## config.mk

```make
export PLATFORM = sky130hd
export DESIGN_NAME = can_err_flag_reg
export DESIGN_NICKNAME = d
export VERILOG_FILES = /design/src/rtl/can_stat_pkg.sv /design/src/rtl/cerr_lvl_enc.sv /design/src/rtl/cerr_stat_track.sv /design/src/rtl/cerr_evt_flag.sv /design/src/rtl/can_err_flag_reg.sv
export SDC_FILE = /design/constraint.sdc
export NUM_CORES = 1
export LEC_CHECK = 0
export ABC_AREA = 1
export ABC_CLOCK_PERIOD_IN_PS = 1500
export CORE_UTILIZATION = 31
export DETAILED_ROUTE_END_ITERATION = 8
export PLACE_DENSITY = 0.78
export REMOVE_ABC_BUFFERS = 1
export SLEW_MARGIN = 20
export SYNTH_ARGS = -nofsm -noshare
export SYNTH_HDL_FRONTEND = slang
export SYNTH_SLANG_ARGS = --single-unit
```

## constraint.sdc

```tcl
create_clock -name clk -period 1.5 [get_ports clk]
set_clock_uncertainty 0.1 [all_clocks]
set_input_delay 0.225 -clock clk [delete_from_list [all_inputs] [get_ports clk]]
set_output_delay 0.225 -clock clk [all_outputs]
set_load 0.02 [all_outputs]
```

## src/rtl/can_stat_pkg.sv

```systemverilog
package can_stat_pkg;

    typedef enum logic [1:0] {
        LVL_OK      = 2'b00,
        LVL_WARN    = 2'b01,
        LVL_PASSIVE = 2'b10,
        LVL_OFF     = 2'b11
    } bus_lvl_e;

    typedef struct packed {
        logic     wake;
        logic     chg;
        bus_lvl_e rx;
        bus_lvl_e tx;
        logic     ovr;
        logic     rxf;
    } flag_reg_t;

    localparam int BIT_WAKE = 7;
    localparam int BIT_CHG  = 6;
    localparam int BIT_OVR  = 1;
    localparam int BIT_RXF  = 0;

    localparam int EVT_N    = 3;
    localparam int EVT_WAKE = 0;
    localparam int EVT_OVR  = 1;
    localparam int EVT_RXF  = 2;

    function automatic bus_lvl_e pick_level(input logic off, input logic passive,
                                            input logic warn);
        if (off)          return LVL_OFF;
        else if (passive) return LVL_PASSIVE;
        else if (warn)    return LVL_WARN;
        else              return LVL_OK;
    endfunction

endpackage

```

## src/rtl/cerr_lvl_enc.sv

```systemverilog
module cerr_lvl_enc
    import can_stat_pkg::*;
#(
    parameter int CNT_W   = 9,
    parameter int WARN_AT = 96,
    parameter int PASS_AT = 128,
    parameter int OFF_AT  = 256,
    parameter bit IS_RX   = 1'b0
) (
    input  logic [CNT_W-1:0] tec,
    input  logic [CNT_W-1:0] rec,
    output bus_lvl_e         lvl
);
    localparam logic [CNT_W-1:0] WARN_C = CNT_W'(WARN_AT);
    localparam logic [CNT_W-1:0] PASS_C = CNT_W'(PASS_AT);
    localparam logic [CNT_W-1:0] OFF_C  = CNT_W'(OFF_AT);

    logic [CNT_W-1:0] own_cnt;
    logic             off, passive, warn;

    generate
        if (IS_RX) begin : g_rx
            assign own_cnt = rec;
        end else begin : g_tx
            assign own_cnt = tec;
        end
    endgenerate

    always_comb begin
        off     = (tec >= OFF_C);
        passive = (own_cnt >= PASS_C);
        warn    = (own_cnt >= WARN_C);
        lvl     = pick_level(off, passive, warn);
    end
endmodule

```

## src/rtl/cerr_stat_track.sv

```systemverilog
module cerr_stat_track
    import can_stat_pkg::*;
(
    input  logic     clk,
    input  logic     rst,
    input  logic     init_act,
    input  bus_lvl_e rx_now,
    input  bus_lvl_e tx_now,
    input  logic     clr_chg,
    output logic     chg,
    output bus_lvl_e rx_q,
    output bus_lvl_e tx_q
);
    logic differs;

    always_comb differs = (rx_now != rx_q) || (tx_now != tx_q);

    always_ff @(posedge clk) begin
        if (rst) begin
            chg  <= 1'b0;
            rx_q <= LVL_OK;
            tx_q <= LVL_OK;
        end else if (init_act) begin
            chg <= 1'b0;
        end else if (!chg && differs) begin
            chg  <= 1'b1;
            rx_q <= rx_now;
            tx_q <= tx_now;
        end else if (clr_chg) begin
            chg <= 1'b0;
        end
    end
endmodule

```

## src/rtl/cerr_evt_flag.sv

```systemverilog
module cerr_evt_flag (
    input  logic clk,
    input  logic rst,
    input  logic hold,
    input  logic set_i,
    input  logic clr_i,
    output logic q
);
    always_ff @(posedge clk) begin
        if (rst || hold) q <= 1'b0;
        else if (set_i)  q <= 1'b1;
        else if (clr_i)  q <= 1'b0;
    end
endmodule

```

## src/rtl/can_err_flag_reg.sv

```systemverilog
module can_err_flag_reg
    import can_stat_pkg::*;
#(
    parameter int CNT_W   = 9,
    parameter int WARN_AT = 96,
    parameter int PASS_AT = 128,
    parameter int OFF_AT  = 256
) (
    input  logic             clk,
    input  logic             rst,
    input  logic             init_req,
    input  logic             init_ack,
    input  logic             sleep_mode,
    input  logic             wake_en,
    input  logic             bus_activity,
    input  logic             overrun_evt,
    input  logic             rx_full_evt,
    input  logic [CNT_W-1:0] tec,
    input  logic [CNT_W-1:0] rec,
    input  logic             wr_en,
    input  logic [7:0]       wr_data,
    input  logic             wake_ie,
    input  logic             err_ie,
    input  logic             ovr_ie,
    output logic [7:0]       rd_data,
    output logic             irq_wake,
    output logic             irq_err,
    output logic             irq_ovr
);
    logic       init_act;
    logic       wr_ok;
    bus_lvl_e   rx_now, tx_now, rx_q, tx_q;
    logic       chg;
    logic [EVT_N-1:0] evt_set, evt_clr, evt_q;
    flag_reg_t  view;

    assign init_act = init_req && init_ack;
    assign wr_ok    = wr_en && !init_act;

    cerr_lvl_enc #(
        .CNT_W(CNT_W), .WARN_AT(WARN_AT), .PASS_AT(PASS_AT), .OFF_AT(OFF_AT), .IS_RX(1'b1)
    ) u_rx_enc (
        .tec(tec), .rec(rec), .lvl(rx_now)
    );

    cerr_lvl_enc #(
        .CNT_W(CNT_W), .WARN_AT(WARN_AT), .PASS_AT(PASS_AT), .OFF_AT(OFF_AT), .IS_RX(1'b0)
    ) u_tx_enc (
        .tec(tec), .rec(rec), .lvl(tx_now)
    );

    cerr_stat_track u_track (
        .clk     (clk),
        .rst     (rst),
        .init_act(init_act),
        .rx_now  (rx_now),
        .tx_now  (tx_now),
        .clr_chg (wr_ok && wr_data[BIT_CHG]),
        .chg     (chg),
        .rx_q    (rx_q),
        .tx_q    (tx_q)
    );

    always_comb begin
        evt_set[EVT_WAKE] = bus_activity && sleep_mode && wake_en;
        evt_set[EVT_OVR]  = overrun_evt;
        evt_set[EVT_RXF]  = rx_full_evt;
        evt_clr[EVT_WAKE] = wr_ok && wr_data[BIT_WAKE];
        evt_clr[EVT_OVR]  = wr_ok && wr_data[BIT_OVR];
        evt_clr[EVT_RXF]  = wr_ok && wr_data[BIT_RXF];
    end

    generate
        for (genvar i = 0; i < EVT_N; i++) begin : g_evt
            cerr_evt_flag u_flag (
                .clk  (clk),
                .rst  (rst),
                .hold (init_act),
                .set_i(evt_set[i]),
                .clr_i(evt_clr[i]),
                .q    (evt_q[i])
            );
        end
    endgenerate

    always_comb begin
        view.wake = evt_q[EVT_WAKE];
        view.chg  = chg;
        view.rx   = rx_q;
        view.tx   = tx_q;
        view.ovr  = evt_q[EVT_OVR];
        view.rxf  = evt_q[EVT_RXF];
        rd_data   = view;
        irq_wake  = view.wake && wake_ie;
        irq_err   = view.chg && err_ie;
        irq_ovr   = view.ovr && ovr_ie;
    end
endmodule

```

==> reports/qor.csv, run 1 <==
metric;value;unit
total number of vias;640;
WL final;1.22;mm
Port Buf Inserts;35;
I/O pin count;50;
dpl hpwl;1.06;mm
static leakage;0.521;nW
worst hold-check path type;flip-flop to flip-flop;
full die area;2080;sq um
antenna fix cells;0;
Yosys reg bits;8;
CP max FO;1;
first-pass GRT wire length;2.03;mm
Pins Over Slew Limit;0;
setup TNS;0;ns
DRC viols;0;
layout cell share with drive strength beyond 1;20.5;%
Crit path arrival time;1.10;ns
vias in the first global route;569;
clk sinks;8;
Final Cycle Share;94.7;%
Clock Path Buffers;2;
CTS clk-pin slew, worst paths;0.05;ns
CP Launch Type;input port;
antenna violations before repair;0;
Core ar.;1750;sq um
Starting Density;33.8;%
Die H;45.6;microns
Max Cap Violations;0;
GP Congestion;0.699;
Layout area overhead;66.5;%
Detailed Routing Iterations Pass 1;1;
CTS Buf Count;3;
register area share after synthesis;27.2;%
Mean Syn Cell Area;6.62;sq um
Netlist cell types;16;
Worst Hold Depth;2;
H-Tree Depth;1;
Routed Antenna Nets;0;
Register-to-Register Path Depth;9;
slew margin rel.;85.4;%
# nets final;168;
most common cell after layout, fill and taps aside;clkdlybuf4s50_1;
most frequent cells in the layout;clkdlybuf4s50_1, nand2_1, inv_1;
CTS tree;yes;
endpoint class of the critical path;output port;
pin count of the biggest net entering global routing;11;
row count;15;
setup ws final;0.0790;ns
gr usage total;13.7;%
Post-Place Setup Slack;-0.232;ns
Least-Margin Pin Slew;0.219;ns
pwr dens;669;nW/um^2
Via density;4.21;
status;finished, final reports clean;
Crit path required time;1.17;ns
VDD IR max;0.000443;V
Syn Inst Count;89;
CTS Root Cell;clkbuf_4;
Layout Utilization;56.2;%
Die Wd;45.6;microns
hold_buf cts;0;
Design Power;0.656;mW
yosys warns;0;
worst skew pair latency;0.25;ns
Max Clock Freq;0.704;GHz
Cell Area, Synth;589;sq um
Setup CP Type;input port to output port;
initial DRC count;0;
fin crit period;1.42;ns
drt wl/cell;8.01;microns
hold slack;0.377;ns
total grt overflow;0;
Fin. Hold Viols;0;
fill count;188;
RSZ-0062 raised after global routing;false;
setup violators final;0;
[synthesized netlist by cell type (all sizes together)]
master | number | area (sq um)
a21oi | 4 | 20.0
buf | 4 | 30.0
dfxtp | 8 | 160
inv | 19 | 71.3
nand2 | 29 | 134
nand3 | 11 | 85.1
nand4 | 4 | 25.0
nor2 | 9 | 58.8
o21ai | 1 | 5.00
[final cells by class]
class | instances | area (sq um) | area share (%)
repair buffers | 39 | 368 | 37.5
well taps | 25 | 31.3 | 3.19
flip-flops and latches | 8 | 160 | 16.3
clock buffers | 3 | 22.5 | 2.30
multi-input cells | 58 | 328 | 33.4
inverters | 19 | 71.3 | 7.27
[registers in the layout (all words and copies together), names as in the netlist]
| signal | cells |
|---|---|
| u_track.chg | 1 |
| g_evt.u_flag.q | 3 |
| u_track.rx_q | 2 |
| u_track.tx_q | 2 |
[timing repair]
action,CTS,global route
hold endpoints to repair,0,0
setup buffers,0,0
setup endpoints to repair,11,1
resized for setup,11,1
[power breakdown]
part	switching (mW)	internal (mW)
clock network	0.0625	0.0908
logic	0.128	0.128
registers	0.0139	0.233
total	0.205	0.452
[stage by stage]
| step | std cells | cell area (sq um) |
|---|---|---|
| after floorplan | 85 | 559 |
| after global placement | 149 | 971 |
| after detailed placement | 149 | 971 |
| after CTS | 152 | 980 |
| after global routing | 152 | 981 |
| final | 152 | 981 |
[layer usage]
layer	vias up	part of all wire, %	global-route usage, %
li1	347	-	-
met1	257	42	16.3
met2	32	47	21.1
met3	4	8.6	2.78
met4	0	1.9	10.9
met5	-	0	0
[worst max-delay path, cell delays in order]
cell and delay, ns:
clkdlybuf4s50_1 0.46, nand2_1 0.06, inv_1 0.05, clkdlybuf4s15_1 0.30
[path summary, 6_finish.rpt]
path / from / end / slack [ns]
max: wake_ie / irq_wake / 0.08
max reg2reg: u_track.tx_q[1] / u_track.tx_q[0] / 0.26
min reg2reg: g_evt[0].u_flag.q / g_evt[0].u_flag.q / 0.38
min: g_evt[0].u_flag.q / g_evt[0].u_flag.q / 0.38
[cells by family (layout without fill, tap and decap cells)]
group	after synthesis	after routing	share of synthesized area, %
flops	8	8	27.2
simple gates	53	53	51.4
compound gates	5	5	4.25
buf+inv	23	61	17.2
Power figures use the tool's default switching activity.
==> run 2, diff against run 1 <==
Settings changed: CAP_MARGIN set to 5.
==> results of run 2 <==
Final layout, timing and power as in run 1 (identical DEF).
==> run 3, diff against run 2 <==
--- a/config.mk
+++ b/config.mk
@@ -18 +18,2 @@
 export SYNTH_SLANG_ARGS = --single-unit
+export TNS_END_PERCENT = 20
==> constraint.sdc (replaced) <==
create_clock -name clk -period 1.5 [get_ports clk]
set_clock_uncertainty 0.1 [all_clocks]
set_input_delay 0.3 -clock clk [delete_from_list [all_inputs] [get_ports clk]]
set_output_delay 0.3 -clock clk [all_outputs]
set_load 0.02 [all_outputs]
==> run 3 against run 2 <==
Against the previous run: combinational power rose by 3%; cell count rose by 0.66%; largest power group unchanged; largest cell class unchanged; highest routed layer unchanged; sequential power barely moved; die area did not move; sequential cell count did not move.
==> reports/qor.csv, run 3 (synthesized netlist as in run 1, its figures left out) <==
metric;value;unit;change
status;finished, final reports clean;;
Die Wd;45.6;microns;unchanged
DRC viols;0;;unchanged
VDD IR max;0.000537;V;+21%
postcts setup bufs;0;;unchanged
WL final;1.27;mm;+3.9%
pin count of the biggest net entering global routing;11;;unchanged
worst reg-to-reg setup slack;0.25;ns;about the same
RR Endpoint;u_track.rx_q[0];;
row count;15;;unchanged
setup violators final;0;;unchanged
total grt overflow;0;;unchanged
slew margin rel.;85.6;%;+0.13 points
full die area;2080;sq um;unchanged
Final Cycle Share;93.2;%;-1.5 points
antenna violations before repair;0;;unchanged
CP max FO;1;;unchanged
Largest Register;g_evt.u_flag.q;;
most common cell after layout, fill and taps aside;nand2_1;;
crit path from;ovr_ie;;
I/O pin count;50;;unchanged
Starting Density;33.8;%;unchanged
total number of vias;657;;+2.7%
Least-Margin Pin Slew;0.217;ns;-0.00198 ns
Worst Setup EP;irq_ovr;;
Crit path arrival time;1.00;ns;-0.10 ns
dpl hpwl;1.06;mm;-0.41%
initial DRC count;13;;+13
gr usage total;14.0;%;+0.32 points
layout cell share with drive strength beyond 1;24.2;%;+3.7 points
Setup CP Type;input port to output port;;
fin crit period;1.40;ns;-0.0227 ns
# nets final;169;;+0.60%
Crit path required time;1.10;ns;-0.07 ns
CTS clk-pin slew, worst paths;0.05;ns;about the same
CTS tree;yes;;
Max Cap Violations;0;;unchanged
Clock Path Buffers;2;;unchanged
endpoint class of the critical path;output port;;
most frequent cells in the layout;nand2_1, clkdlybuf4s50_1, inv_1;;
Detailed Routing Iterations Pass 1;4;;+3
Max Clock Freq;0.715;GHz;+1.6%
Top Layer Used;met4;;
H-Tree Depth;1;;unchanged
Pins Over Slew Limit;0;;unchanged
CTS Root Cell;clkbuf_4;;
pwr dens;674;nW/um^2;+0.74%
clk sinks;8;;unchanged
routed wl met2;582;microns;+0.69%
worst hold-check path type;flip-flop to flip-flop;;
CP Launch Type;input port;;
Register-to-Register Path Depth;9;;unchanged
Core ar.;1750;sq um;unchanged
Fin. Hold Viols;0;;unchanged
GP Congestion;0.682;;-2.5%
Design Power;0.665;mW;+1.3%
met3 routed WL;102;microns;-2.9%
Reg2Reg Launch Point;u_track.tx_q[1];;
worst skew pair latency;0.25;ns;about the same
WL met1;569;microns;+12%
antenna fix cells;0;;unchanged
vias in the first global route;619;;+8.8%
Via density;4.29;;+2.0%
Layout area overhead;67.3;%;
hold_buf cts;0;;unchanged
drt wl/cell;8.27;microns;+3.3%
static leakage;0.558;nW;+7.0%
Port Buf Inserts;35;;unchanged
Routed Antenna Nets;0;;unchanged
max FFs per register;3;;unchanged
first-pass GRT wire length;2.15;mm;+5.8%
RSZ-0062 raised after global routing;true;;
setup TNS;0;ns;unchanged
Die H;45.6;microns;unchanged
CTS Buf Count;3;;unchanged
top flop regs;g_evt.u_flag.q (3), u_track.rx_q (2), u_track.tx_q (2);;
-- run 3: what timing repair did --
action                                  in CTS  in global routing
gates resized for setup                     18                  8
pin swaps                                    0                  2
cloned                                       0                  0
endpoints found under the setup margin      11                  6
-- run 3: per-layer routing --
layer  GRT usage [%]  vias up
li1                -      349
met1            16.7      272
met2            22.9       34
met3            2.38        2
met4            9.09        0
met5               0        -
-- run 3: report_power, final --
part	internal [mW]	switching, mW	total (mW)	leakage [nW]
combinational	0.129	0.133	0.263	0.477
clock	0.0911	0.0662	0.157	0.0138
sequential	0.233	0.0121	0.245	0.0665
total	0.453	0.212	0.665	0.558
-- run 3: layout make-up --
cell class	count	area [sq um]
Timing Repair Buffer	40	373
Clock buffer	3	22.5
Multi-Input combinational cell	58	328
Fill cell	172	759
Inverter	19	71.3
Tap cell	25	31.3
Sequential cell	8	160
-- run 3: critical path, stage by stage --
cell             delay [ns]
clkdlybuf4s50_1        0.45
nand2_1                0.05
inv_1                  0.04
buf_2                  0.15
-- run 3: stage by stage --
stage / hold WS (ns) / worst slack [ns] / util [%] / instance area, sq um / std cells
2_1_floorplan: 0.317 / 0.182 / - / 559 / 85
6_report: 0.384 / 0.102 / 56.5 / 986 / 153
4_1_cts: 0.385 / 0.00126 / 56.6 / 988 / 153
5_1_grt: 0.412 / -0.00663 / 56.5 / 986 / 153
3_3_place_gp: 0.365 / -0.338 / 56.1 / 978 / 150
3_5_place_dp: 0.376 / -0.344 / 56.1 / 978 / 150
-- run 3: how the worst min path moves through the flow --
stage / start / endpoint / slack, ns / depth (start not counted)
CTS: g_evt[0].u_flag.q / g_evt[0].u_flag.q / 0.38 / 2
global route: g_evt[0].u_flag.q / g_evt[0].u_flag.q / 0.41 / 2
floorplan: overrun_evt / g_evt[1].u_flag.q / 0.32 / 2
detailed placement: g_evt[0].u_flag.q / g_evt[0].u_flag.q / 0.38 / 2
global placement: g_evt[2].u_flag.q / g_evt[2].u_flag.q / 0.36 / 2
finish: g_evt[0].u_flag.q / g_evt[0].u_flag.q / 0.38 / 2
